File: src/rtl/keyport_pkg.sv
package keyport_pkg;

  typedef enum logic [1:0] {
    KS_LOCKED = 2'd0,
    KS_HALF   = 2'd1,
    KS_OPEN   = 2'd2
  } key_state_e;

  localparam logic [7:0] KEY_ENTER   = 8'h87;
  localparam logic [7:0] KEY_EXIT    = 8'hAA;
  localparam logic [7:0] IX_SELECT   = 8'h07;
  localparam logic [7:0] IX_DEVID_HI = 8'h20;
  localparam logic [7:0] IX_DEVID_LO = 8'h21;
  localparam logic [7:0] IX_REV      = 8'h22;
  localparam logic [7:0] IX_VEND_HI  = 8'h23;
  localparam logic [7:0] IX_VEND_LO  = 8'h24;
  localparam logic [7:0] IX_BANK_LO  = 8'h30;
  localparam logic [7:0] IX_ENABLE   = 8'h30;
  localparam logic [7:0] IX_BASE_HI  = 8'h60;
  localparam logic [7:0] IX_BASE_LO  = 8'h61;
  localparam logic [7:0] RD_LOCKED   = 8'hFF;

endpackage

File: src/rtl/keyport_unlock.sv
module keyport_unlock
  import keyport_pkg::*;
(
  input  logic       clk,
  input  logic       rst_n,
  input  logic       idx_wr_i,
  input  logic [7:0] wdata_i,
  output logic       open_o
);

  key_state_e state_q, state_d;

  always_comb begin
    state_d = state_q;
    if (idx_wr_i) begin
      unique case (state_q)
        KS_LOCKED: state_d = (wdata_i == KEY_ENTER) ? KS_HALF : KS_LOCKED;
        KS_HALF:   state_d = (wdata_i == KEY_ENTER) ? KS_OPEN : KS_LOCKED;
        KS_OPEN:   state_d = (wdata_i == KEY_EXIT)  ? KS_LOCKED : KS_OPEN;
        default:   state_d = KS_LOCKED;
      endcase
    end
  end

  always_ff @(posedge clk) begin
    if (!rst_n) state_q <= KS_LOCKED;
    else        state_q <= state_d;
  end

  assign open_o = (state_q == KS_OPEN);

  // opening is always the result of a second consecutive entry key
  p_open_after_two_keys_r2: assert property (@(posedge clk) disable iff (!rst_n)
    $rose(state_q == KS_OPEN) |->
      $past(state_q == KS_HALF && idx_wr_i && wdata_i == KEY_ENTER));

  // a stray index write after the first key falls back to the start
  p_broken_key_r3: assert property (@(posedge clk) disable iff (!rst_n)
    (state_q == KS_HALF && idx_wr_i && wdata_i != KEY_ENTER) |=> state_q == KS_LOCKED);

  // the exit key always closes the port
  p_exit_key_r4: assert property (@(posedge clk) disable iff (!rst_n)
    (state_q == KS_OPEN && idx_wr_i && wdata_i == KEY_EXIT) |=> !open_o);

endmodule

File: src/rtl/keyport_globals.sv
module keyport_globals
  import keyport_pkg::*;
#(
  parameter logic [15:0] DEV_ID = 16'h5A41,
  parameter logic [7:0]  DEV_REV = 8'h03,
  parameter logic [15:0] VENDOR_ID = 16'h1934
) (
  input  logic       clk,
  input  logic       rst_n,
  input  logic       wr_i,
  input  logic [7:0] idx_i,
  input  logic [7:0] wdata_i,
  output logic [7:0] sel_o,
  output logic [7:0] rdata_o
);

  logic [7:0] sel_q;

  always_ff @(posedge clk) begin
    if (!rst_n)                           sel_q <= 8'h00;
    else if (wr_i && idx_i == IX_SELECT)  sel_q <= wdata_i;
  end

  always_comb begin
    unique case (idx_i)
      IX_SELECT:   rdata_o = sel_q;
      IX_DEVID_HI: rdata_o = DEV_ID[15:8];
      IX_DEVID_LO: rdata_o = DEV_ID[7:0];
      IX_REV:      rdata_o = DEV_REV;
      IX_VEND_HI:  rdata_o = VENDOR_ID[15:8];
      IX_VEND_LO:  rdata_o = VENDOR_ID[7:0];
      default:     rdata_o = 8'h00;
    endcase
  end

  assign sel_o = sel_q;

  // the select register moves only on a global write
  p_select_hold_r8: assert property (@(posedge clk) disable iff (!rst_n)
    !wr_i |=> $stable(sel_q));

endmodule

File: src/rtl/keyport_bank.sv
module keyport_bank
  import keyport_pkg::*;
#(
  parameter logic [7:0] SCR_BASE = 8'hF0,
  parameter int         SCR_WORDS = 16
) (
  input  logic        clk,
  input  logic        rst_n,
  input  logic        wr_i,
  input  logic [7:0]  idx_i,
  input  logic [7:0]  wdata_i,
  output logic [7:0]  rdata_o,
  output logic        en_o,
  output logic [15:0] base_o
);

  localparam int SCR_AW = (SCR_WORDS > 1) ? $clog2(SCR_WORDS) : 1;

  logic        en_q;
  logic [15:0] base_q;
  logic [7:0]  scr_q [SCR_WORDS];
  logic        scr_hit;
  logic [7:0]  scr_diff;
  logic [SCR_AW-1:0] scr_off;

  assign scr_diff = idx_i - SCR_BASE;
  assign scr_off  = scr_diff[SCR_AW-1:0];
  assign scr_hit  = (idx_i >= SCR_BASE) &&
                    ({1'b0, idx_i} < ({1'b0, SCR_BASE} + 9'(SCR_WORDS)));

  always_ff @(posedge clk) begin
    if (!rst_n) begin
      en_q   <= 1'b0;
      base_q <= 16'h0000;
    end else if (wr_i) begin
      if (idx_i == IX_ENABLE)  en_q          <= wdata_i[0];
      if (idx_i == IX_BASE_HI) base_q[15:8]  <= wdata_i;
      if (idx_i == IX_BASE_LO) base_q[7:0]   <= wdata_i;
    end
  end

  always_ff @(posedge clk) begin
    if (!rst_n) begin
      for (int k = 0; k < SCR_WORDS; k++) scr_q[k] <= 8'h00;
    end else if (wr_i && scr_hit) begin
      scr_q[scr_off] <= wdata_i;
    end
  end

  always_comb begin
    if (idx_i == IX_ENABLE)       rdata_o = {7'b0, en_q};
    else if (idx_i == IX_BASE_HI) rdata_o = base_q[15:8];
    else if (idx_i == IX_BASE_LO) rdata_o = base_q[7:0];
    else if (scr_hit)             rdata_o = scr_q[scr_off];
    else                          rdata_o = 8'h00;
  end

  assign en_o   = en_q;
  assign base_o = base_q;

  // a bank that is not written keeps its enable and base address
  p_bank_hold_r9: assert property (@(posedge clk) disable iff (!rst_n)
    !wr_i |=> ($stable(en_q) && $stable(base_q)));

endmodule

File: src/rtl/keyport_cfg.sv
module keyport_cfg
  import keyport_pkg::*;
#(
  parameter int          NUM_DEV   = 8,
  parameter int          SCR_WORDS = 16,
  parameter logic [7:0]  SCR_BASE  = 8'hF0,
  parameter logic [15:0] DEV_ID    = 16'h5A41,
  parameter logic [7:0]  DEV_REV   = 8'h03,
  parameter logic [15:0] VENDOR_ID = 16'h1934
) (
  input  logic                  clk,
  input  logic                  rst_n,
  input  logic                  bus_addr,
  input  logic                  bus_wr,
  input  logic                  bus_rd,
  input  logic [7:0]            bus_wdata,
  output logic [7:0]            bus_rdata,
  output logic                  cfg_mode,
  output logic [7:0]            dev_sel,
  output logic [NUM_DEV-1:0]    dev_en,
  output logic [NUM_DEV*16-1:0] dev_base
);

  localparam int DEV_AW = (NUM_DEV > 1) ? $clog2(NUM_DEV) : 1;

  logic       open;
  logic       idx_wr, dat_wr;
  logic [7:0] index_q;
  logic       is_global;
  logic       sel_ok;
  logic [7:0] sel;
  logic [7:0] glob_rd;
  logic [7:0] rd_val;
  logic [7:0] rdata_q;
  logic [7:0] bank_rd [NUM_DEV];

  assign idx_wr = bus_wr && !bus_addr;
  assign dat_wr = bus_wr &&  bus_addr;

  keyport_unlock u_unlock (
    .clk      (clk),
    .rst_n    (rst_n),
    .idx_wr_i (idx_wr),
    .wdata_i  (bus_wdata),
    .open_o   (open)
  );

  always_ff @(posedge clk) begin
    if (!rst_n)
      index_q <= 8'h00;
    else if (open && idx_wr && bus_wdata != KEY_EXIT)
      index_q <= bus_wdata;
  end

  assign is_global = (index_q < IX_BANK_LO);

  keyport_globals #(
    .DEV_ID    (DEV_ID),
    .DEV_REV   (DEV_REV),
    .VENDOR_ID (VENDOR_ID)
  ) u_glob (
    .clk     (clk),
    .rst_n   (rst_n),
    .wr_i    (open && dat_wr && is_global),
    .idx_i   (index_q),
    .wdata_i (bus_wdata),
    .sel_o   (sel),
    .rdata_o (glob_rd)
  );

  assign sel_ok = ({24'd0, sel} < 32'(NUM_DEV));

  for (genvar i = 0; i < NUM_DEV; i++) begin : g_bank
    logic        en_w;
    logic [15:0] base_w;
    keyport_bank #(
      .SCR_BASE  (SCR_BASE),
      .SCR_WORDS (SCR_WORDS)
    ) u_bank (
      .clk     (clk),
      .rst_n   (rst_n),
      .wr_i    (open && dat_wr && !is_global && ({24'd0, sel} == 32'(i))),
      .idx_i   (index_q),
      .wdata_i (bus_wdata),
      .rdata_o (bank_rd[i]),
      .en_o    (en_w),
      .base_o  (base_w)
    );
    assign dev_en[i]             = en_w;
    assign dev_base[i*16 +: 16]  = base_w;
  end

  always_comb begin
    if (!open)          rd_val = RD_LOCKED;
    else if (!bus_addr) rd_val = index_q;
    else if (is_global) rd_val = glob_rd;
    else if (sel_ok)    rd_val = bank_rd[sel[DEV_AW-1:0]];
    else                rd_val = 8'h00;
  end

  always_ff @(posedge clk) begin
    if (!rst_n)      rdata_q <= RD_LOCKED;
    else if (bus_rd) rdata_q <= rd_val;
  end

  assign bus_rdata = rdata_q;
  assign cfg_mode  = open;
  assign dev_sel   = sel;

  // a read while locked returns all ones
  p_locked_read_ff_r5: assert property (@(posedge clk) disable iff (!rst_n)
    (bus_rd && !cfg_mode) |=> bus_rdata == 8'hFF);

  // a data write while locked leaves every register untouched
  p_locked_write_ignored_r5: assert property (@(posedge clk) disable iff (!rst_n)
    (dat_wr && !cfg_mode) |=> ($stable(dev_sel) && $stable(dev_en) && $stable(dev_base)));

  // the index changes only through an index-port write
  p_index_hold_r6: assert property (@(posedge clk) disable iff (!rst_n)
    !idx_wr |=> $stable(index_q));

  // read data holds between read strobes
  p_rdata_hold_r6: assert property (@(posedge clk) disable iff (!rst_n)
    !bus_rd |=> $stable(bus_rdata));

endmodule

File: config.mk
export PLATFORM = sky130hd
export DESIGN_NAME = keyport_cfg
export DESIGN_NICKNAME = d
export VERILOG_FILES = /design/src/rtl/keyport_pkg.sv /design/src/rtl/keyport_unlock.sv /design/src/rtl/keyport_globals.sv /design/src/rtl/keyport_bank.sv /design/src/rtl/keyport_cfg.sv
export SDC_FILE = /design/constraint.sdc
export NUM_CORES = 2
export LEC_CHECK = 0
export ABC_CLOCK_PERIOD_IN_PS = 2700
export BUFFER_PORTS_ARGS = -buffer_cell sky130_fd_sc_hd__buf_2
export CORE_MARGIN = 5
export CORE_UTILIZATION = 57
export DETAILED_ROUTE_END_ITERATION = 16
export PLACE_DENSITY_LB_ADDON = 0.05
export SYNTH_ARGS = -nofsm -noshare
export SYNTH_HDL_FRONTEND = slang
export SYNTH_SLANG_ARGS = --single-unit
File: constraint.sdc
create_clock -name clk -period 2.7 [get_ports clk]
set_input_delay 0.27 -clock clk [delete_from_list [all_inputs] [get_ports clk]]
set_output_delay 0.27 -clock clk [all_outputs]
set_load 0.05 [all_outputs]
# Word-level counts from Yosys, hierarchy flattened
# Memories as Yosys holds them, arrays and structs flattened.
# Cells that the tools add are included.
# op_classes
addsub	1
n_mux	93
n_eq_ne	21
bitwise_logic	1
magnitude_cmp	4
reduce_logical	60
# ops
cell	count
8-bit two-way mux	46
8-bit OR reduction	8
8-bit by 6-bit == test with 1-bit output, second input constant	6
8-bit one-hot mux with 6 select lines	1
2-bit AND reduction	24
8-bit by 3-bit == test with 1-bit output, second input constant	5
1-bit two-way mux	34
4-bit two-way mux	8
8-bit binary-select mux with 3-bit select	1
1-bit logical AND	24
8-bit by 2-bit == test with 1-bit output, second input constant	2
8-bit by 7-bit == test with 1-bit output, second input constant	2
8-bit == test, second input constant	2
8-bit by 1-bit == test with 1-bit output, second input constant	1
8-bit greater-or-equal comparator, second input constant	1
8-bit zero test	1
8-bit by 4-bit < comparator with 1-bit output, second input constant	1
8-bit by 6-bit < comparator with 1-bit output, second input constant	1
8-bit inequality test, second input constant	1
2-bit one-hot mux with 3 select lines	1
4-bit greater-or-equal comparator, second input constant	1
2-bit two-way mux	2
3-bit inverter with 4-bit output	1
4-bit by 1-bit subtractor with 4-bit output, second input constant	1
other kinds (4)	5
# totals
register_bits	162
output_inout_bits	153
mem_count	8
in_bits	13
mem_bits_rw	1024
# memory_table
name	words	word_bits	read_ports	rd_ports_with_merged_regs	write_ports	line	text
g_bank[0].u_bank.scr_q	16	8	1	0	16	keyport_bank.sv:21	logic [7:0] scr_q [SCR_WORDS];
g_bank[1].u_bank.scr_q	16	8	1	0	16	keyport_bank.sv:21	
g_bank[2].u_bank.scr_q	16	8	1	0	16	keyport_bank.sv:21	
g_bank[3].u_bank.scr_q	16	8	1	0	16	keyport_bank.sv:21	
g_bank[4].u_bank.scr_q	16	8	1	0	16	keyport_bank.sv:21	
g_bank[5].u_bank.scr_q	16	8	1	0	16	keyport_bank.sv:21	
+2 memories	--	--	--	--	--	--	

# Longest topological paths before layout
# An unclocked memory read counts as a cell.
# logic_depth
word_depth	13
depth_mapped	12
depth_no_buf	7

# Cells and area by module
# Synthesis repeated with hierarchy kept, for this count alone.
# hier_totals
cells_unflattened	4005
hier_area_um2	57136.0
# by_module_without_submodules
mod	cells_per_inst	instances	area_each_um2
keyport_bank at g_bank[1].u_bank ...	470	7	6869.1
keyport_bank at g_bank[0].u_bank	459	1	6866.6
keyport_cfg	175	1	1492.7
keyport_globals	67	1	550.5
keyport_unlock	14	1	142.6

# Worst setup path after synthesis
# No wires, ideal clock.
# synth_timing
kind	register to register
start	register u_unlock.state_q[1]
end	memory g_bank[3].u_bank.scr_q[10][0] (enable)
t_required_ps	2316
setup_slack_ps	-471
path_stages_with_launch	8
synth_period_minus_slack_ps	3171
setup_ps	384
arrival_time_ps	2787
cell_sequence	dfxtp_1 -> nor2b_1 -> and3_1 -> nand3b_2 -> nor2_1 -> nand2_1 -> clkbuf_1 -> o21ai_0
# synth_lines
element	line	text
start: declaration	keyport_unlock.sv:11	key_state_e state_q, state_d;
start signal: assignment	keyport_unlock.sv:27	else state_q <= state_d;
end: declaration	keyport_bank.sv:21	

==> summary.txt <==
Die
  • Rows: around 110
  • DIE AREA: around 0.10 mm2
  • Die Y-Extent: between 300 and 400 um
  • CORE AREA: 0.09699 mm2
  • Die span in x: 323.1 um
  • Initial Utilization: 57.60%
  • Boundary pin count: ~170

Timing
  • Final hold violations: 0
  • Tmin final: between 2 and 3 ns
  • Worst slew pin tran: 1.090 ns
  • Tcrit/Tclk final: 105.4%
  • Max Slew Vio Count: 0
  • RSZ-0062 raised after global routing: yes
  • Headroom to the max-slew limit: 27.34%
  • Final setup fails: 6
  • Max Clock Skew: 0.02516 ns
  • Max Fclk: 0.3513 GHz
  • Setup ws final: -0.1462 ns
  • Setup TNS: -0.4664 ns

Worst setup path
  • Nature of the critical path startpoint: flip-flop
  • Crit path largest cell delay: 0.66 ns
  • Worst path arrival time: 3.48 ns
  • Max Fanout on Critical Path: 8
  • CP Cell Sequence: buf_12, buf_12, mux4_2, mux2i_2, o221ai_1, or4b_4, o31a_1, a31o_1
  • R2r worst-path depth: 8
  • Setup slack, reg-to-reg: -0.15 ns
  • Critical path buffers and inverters: 2
  • Critical path depth: 8
  • CP Class: flip-flop to flip-flop
  • Worst reg2reg path endpoint: bus_rdata[5]
  • CP most frequent cell: buf_12
  • CP delay by family, top: multiplexers
  • CP required: 3.33 ns
  • CP Capture Type: flip-flop
  • Max stage delay cell, worst path: or4b_4

Route
  • Antenna Nets Post-Route: 0
  • Mean routed wirelength per cell: 28.27 um
  • Vias post-DR: 36,980
  • 1st-iter DRT viols: 4,710
  • Routed WL: ~170,000 um
  • Drt drc: 0
  • Drt via density: a little over 6
  • TritonRoute pass-1 iters: 8

Power and ir drop
  • Leakage: 23.18 nW
  • Cell Pwr Density: ~600 mW/mm2
  • VDD IR-drop max: roughly 0.00064 V

GRT
  • Initial antenna violation count: 3
  • Global-route wire length before repair: 246,700 um
  • Gr usage total: roughly 32%
  • Largest net degree at the start of global routing: roughly 150
  • Vias in the first global route: around 36,000
  • Total grt overflow: 0

Synthesis
  • Dominant cell type by area after synthesis: edfxtp_1
  • Most frequent cell after synthesis: and2_1
  • Post-synth top cells: 1,030 x and2_1, 1,024 x edfxtp_1, 363 x nand2_1
  • Post-synth EDFFs: 1,024
  • Post-synthesis cell count: 4,133
  • Sequential area share after synthesis: 60.99%
  • Cell Area, Synth: roughly 0.056 mm2
  • Asr flop ratio synth: 0%
  • Distinct cell type count of the synthesized netlist: 81
  • Register bit total from synthesis: 1,190
  • Synth top area cells: edfxtp_1 55%, and2_1 12%, mux4_2 9.4%
  • Mapped Avg Cell Area: 13.52 um2
  • Syn. warnings: 0
  • Share of the synthesized area in the top cell type: about 55%
  • Synthesized net count: 4,146
  • Synth Flop Type: edfxtp_1

Clock tree
  • Clock Sink Count: 1,190
  • Clock Path Buffers: 3
  • Clk Latency, worst-skew pair: 0.73 ns
  • Reg clk slew, reported paths: 0.06 ns
  • TritonCTS Buffers: between 100 and 150
  • CTS tree: yes
  • CTS root buf: clkbuf_16
  • Clock H-tree levels: 4

Run status
  • Violated checks: setup timing
  • Status: finished, violations left

Final layout
  • Area growth, synth to finish: 18.72%
  • Share of layout cells above drive strength 1: approximately 28%
  • Nets: around 4,600
  • Antenna diode count: 0
  • Final instance area: 0.06633 mm2
  • Layout Cells excl Fill: 5,991

Place
  • Placed Cells: ~5,700
  • Dpl cell area: a little over 0.06 mm2
  • Port bufs: around 170
  • Post-DP HPWL: around 110,000 um
  • Final GP Congestion: 0.9587

Min path
  • Worst hold path class: input port to flip-flop
  • Hold Path Origin: bus_wdata[0]
  • Worst Hold End: g_bank[6].u_bank.base_o[8]
  • WHS Path Cells: 4

Job
  • Max-Cap Viols: 0
## through the flow
stage                     power, mW  setup WS (ns)  hold WS, ns  utilization (%)
after floorplan               22.03        -0.1401       0.5010                -
after global placement        22.86        -0.4644       0.4565            62.51
after detailed placement      22.89        -0.4787       0.4619            62.51
after CTS                     40.02       -0.09593      -0.2054            67.47
after global routing          40.99        -0.1775       0.1080            68.39
final                         39.88        -0.1462       0.1016            68.39
## timing repair
action,4_1_cts,5_1_grt
hold buffers,9,2
buffers inserted,22,29
setup endpoints to repair,297,752
cloned,3,7
pin swaps,10,28
resized for setup,98,139
endpoints found under the hold margin,22,3
## worst reg2reg max path: stages, from the launching register on
cell	delay (ns)
dfxtp_4	0.45
buf_12	0.18
buf_12	0.14
mux4_2	0.50
mux2i_2	0.22
o221ai_1	0.26
or4b_4	0.66
o31a_1	0.14
a31o_1	0.20
## flip-flops by register name, summed over array words and instances (netlist names), named ones only
| signal | count |
|---|---|
| g_bank.u_bank.scr_q | 1024 |
| g_bank.u_bank.base_o | 128 |
| bus_rdata | 8 |
| g_bank.u_bank.en_o | 8 |
| index_q | 8 |
| u_glob.sel_o | 8 |
| u_unlock.state_q | 2 |
## power by group
group          leakage, nW  internal (mW)  total [mW]  switching [mW]
Combinational         10.1          0.590        1.62            1.03
Sequential            11.1           20.7        20.9           0.268
Clock                 2.02           10.0        17.3            7.27
Total                 23.2           31.3        39.9            8.57
## cell type report
type / count / area, um2
multi-input combinational: 2592 / 20720
clock inverter: 62 / 436.7
sequential: 1190 / 34090
fill: 6851 / 30660
clock buffer: 174 / 3681
inverter: 8 / 31.28
timing repair buffer: 689 / 5774
tap: 1276 / 1597
## layer usage
metal | global-route usage (%) | wire length [um]
met2 | 50.36 | 78240
met3 | 6.150 | 16900
met5 | 0 | 21
met1 | 46.43 | 67840
met4 | 10.76 | 6386
## cell usage in the layout, fill, tap and decap left out, types with 17 or more instances in the layout
| cell | n |
|---|---|
| edfxtp_1 | 1024 |
| a21boi_1 | 17 |
| clkinv_2 | 23 |
| a22oi_1 | 24 |
| mux4_2 | 243 |
| buf_4 | 438 |
| nand2_1 | 358 |
| a21oi_1 | 28 |
| o21ai_1 | 122 |
| o21ai_0 | 18 |
| buf_12 | 49 |
| dfxtp_1 | 159 |
| mux2i_1 | 139 |
| buf_2 | 156 |
| and2_1 | 1027 |
| nor2b_1 | 27 |
| nor2_2 | 59 |
| a221oi_1 | 18 |
| a21boi_0 | 121 |
| clkinv_1 | 25 |
| clkbuf_16 | 147 |
| nand3_1 | 29 |
| clkbuf_1 | 29 |
| nor2_1 | 99 |
## how the worst max path moves through the flow
stage / from / end / slack, ns
CTS: flip-flop / bus_rdata[2] / -0.1
detailed placement: flip-flop / bus_rdata[2] / -0.48
finish: flip-flop / bus_rdata[5] / -0.15
floorplan: u_glob.sel_o[3] / g_bank[3].u_bank.scr_q[11][0] / -0.14
global route: flip-flop / bus_rdata[3] / -0.18
global placement: flip-flop / bus_rdata[2] / -0.46
## kinds of logic after synthesis
kind of cell	count (synthesis)	synth area share, %
flip-flops	1190	60.99
AO/OA/AOI/OAI	485	5.939
buffers and inverters	351	3.185
AND/OR/NAND/NOR	1701	16.85
multiplexers	405	13.02
XOR/XNOR	1	0.01568
Power figures use the tool's default switching activity.
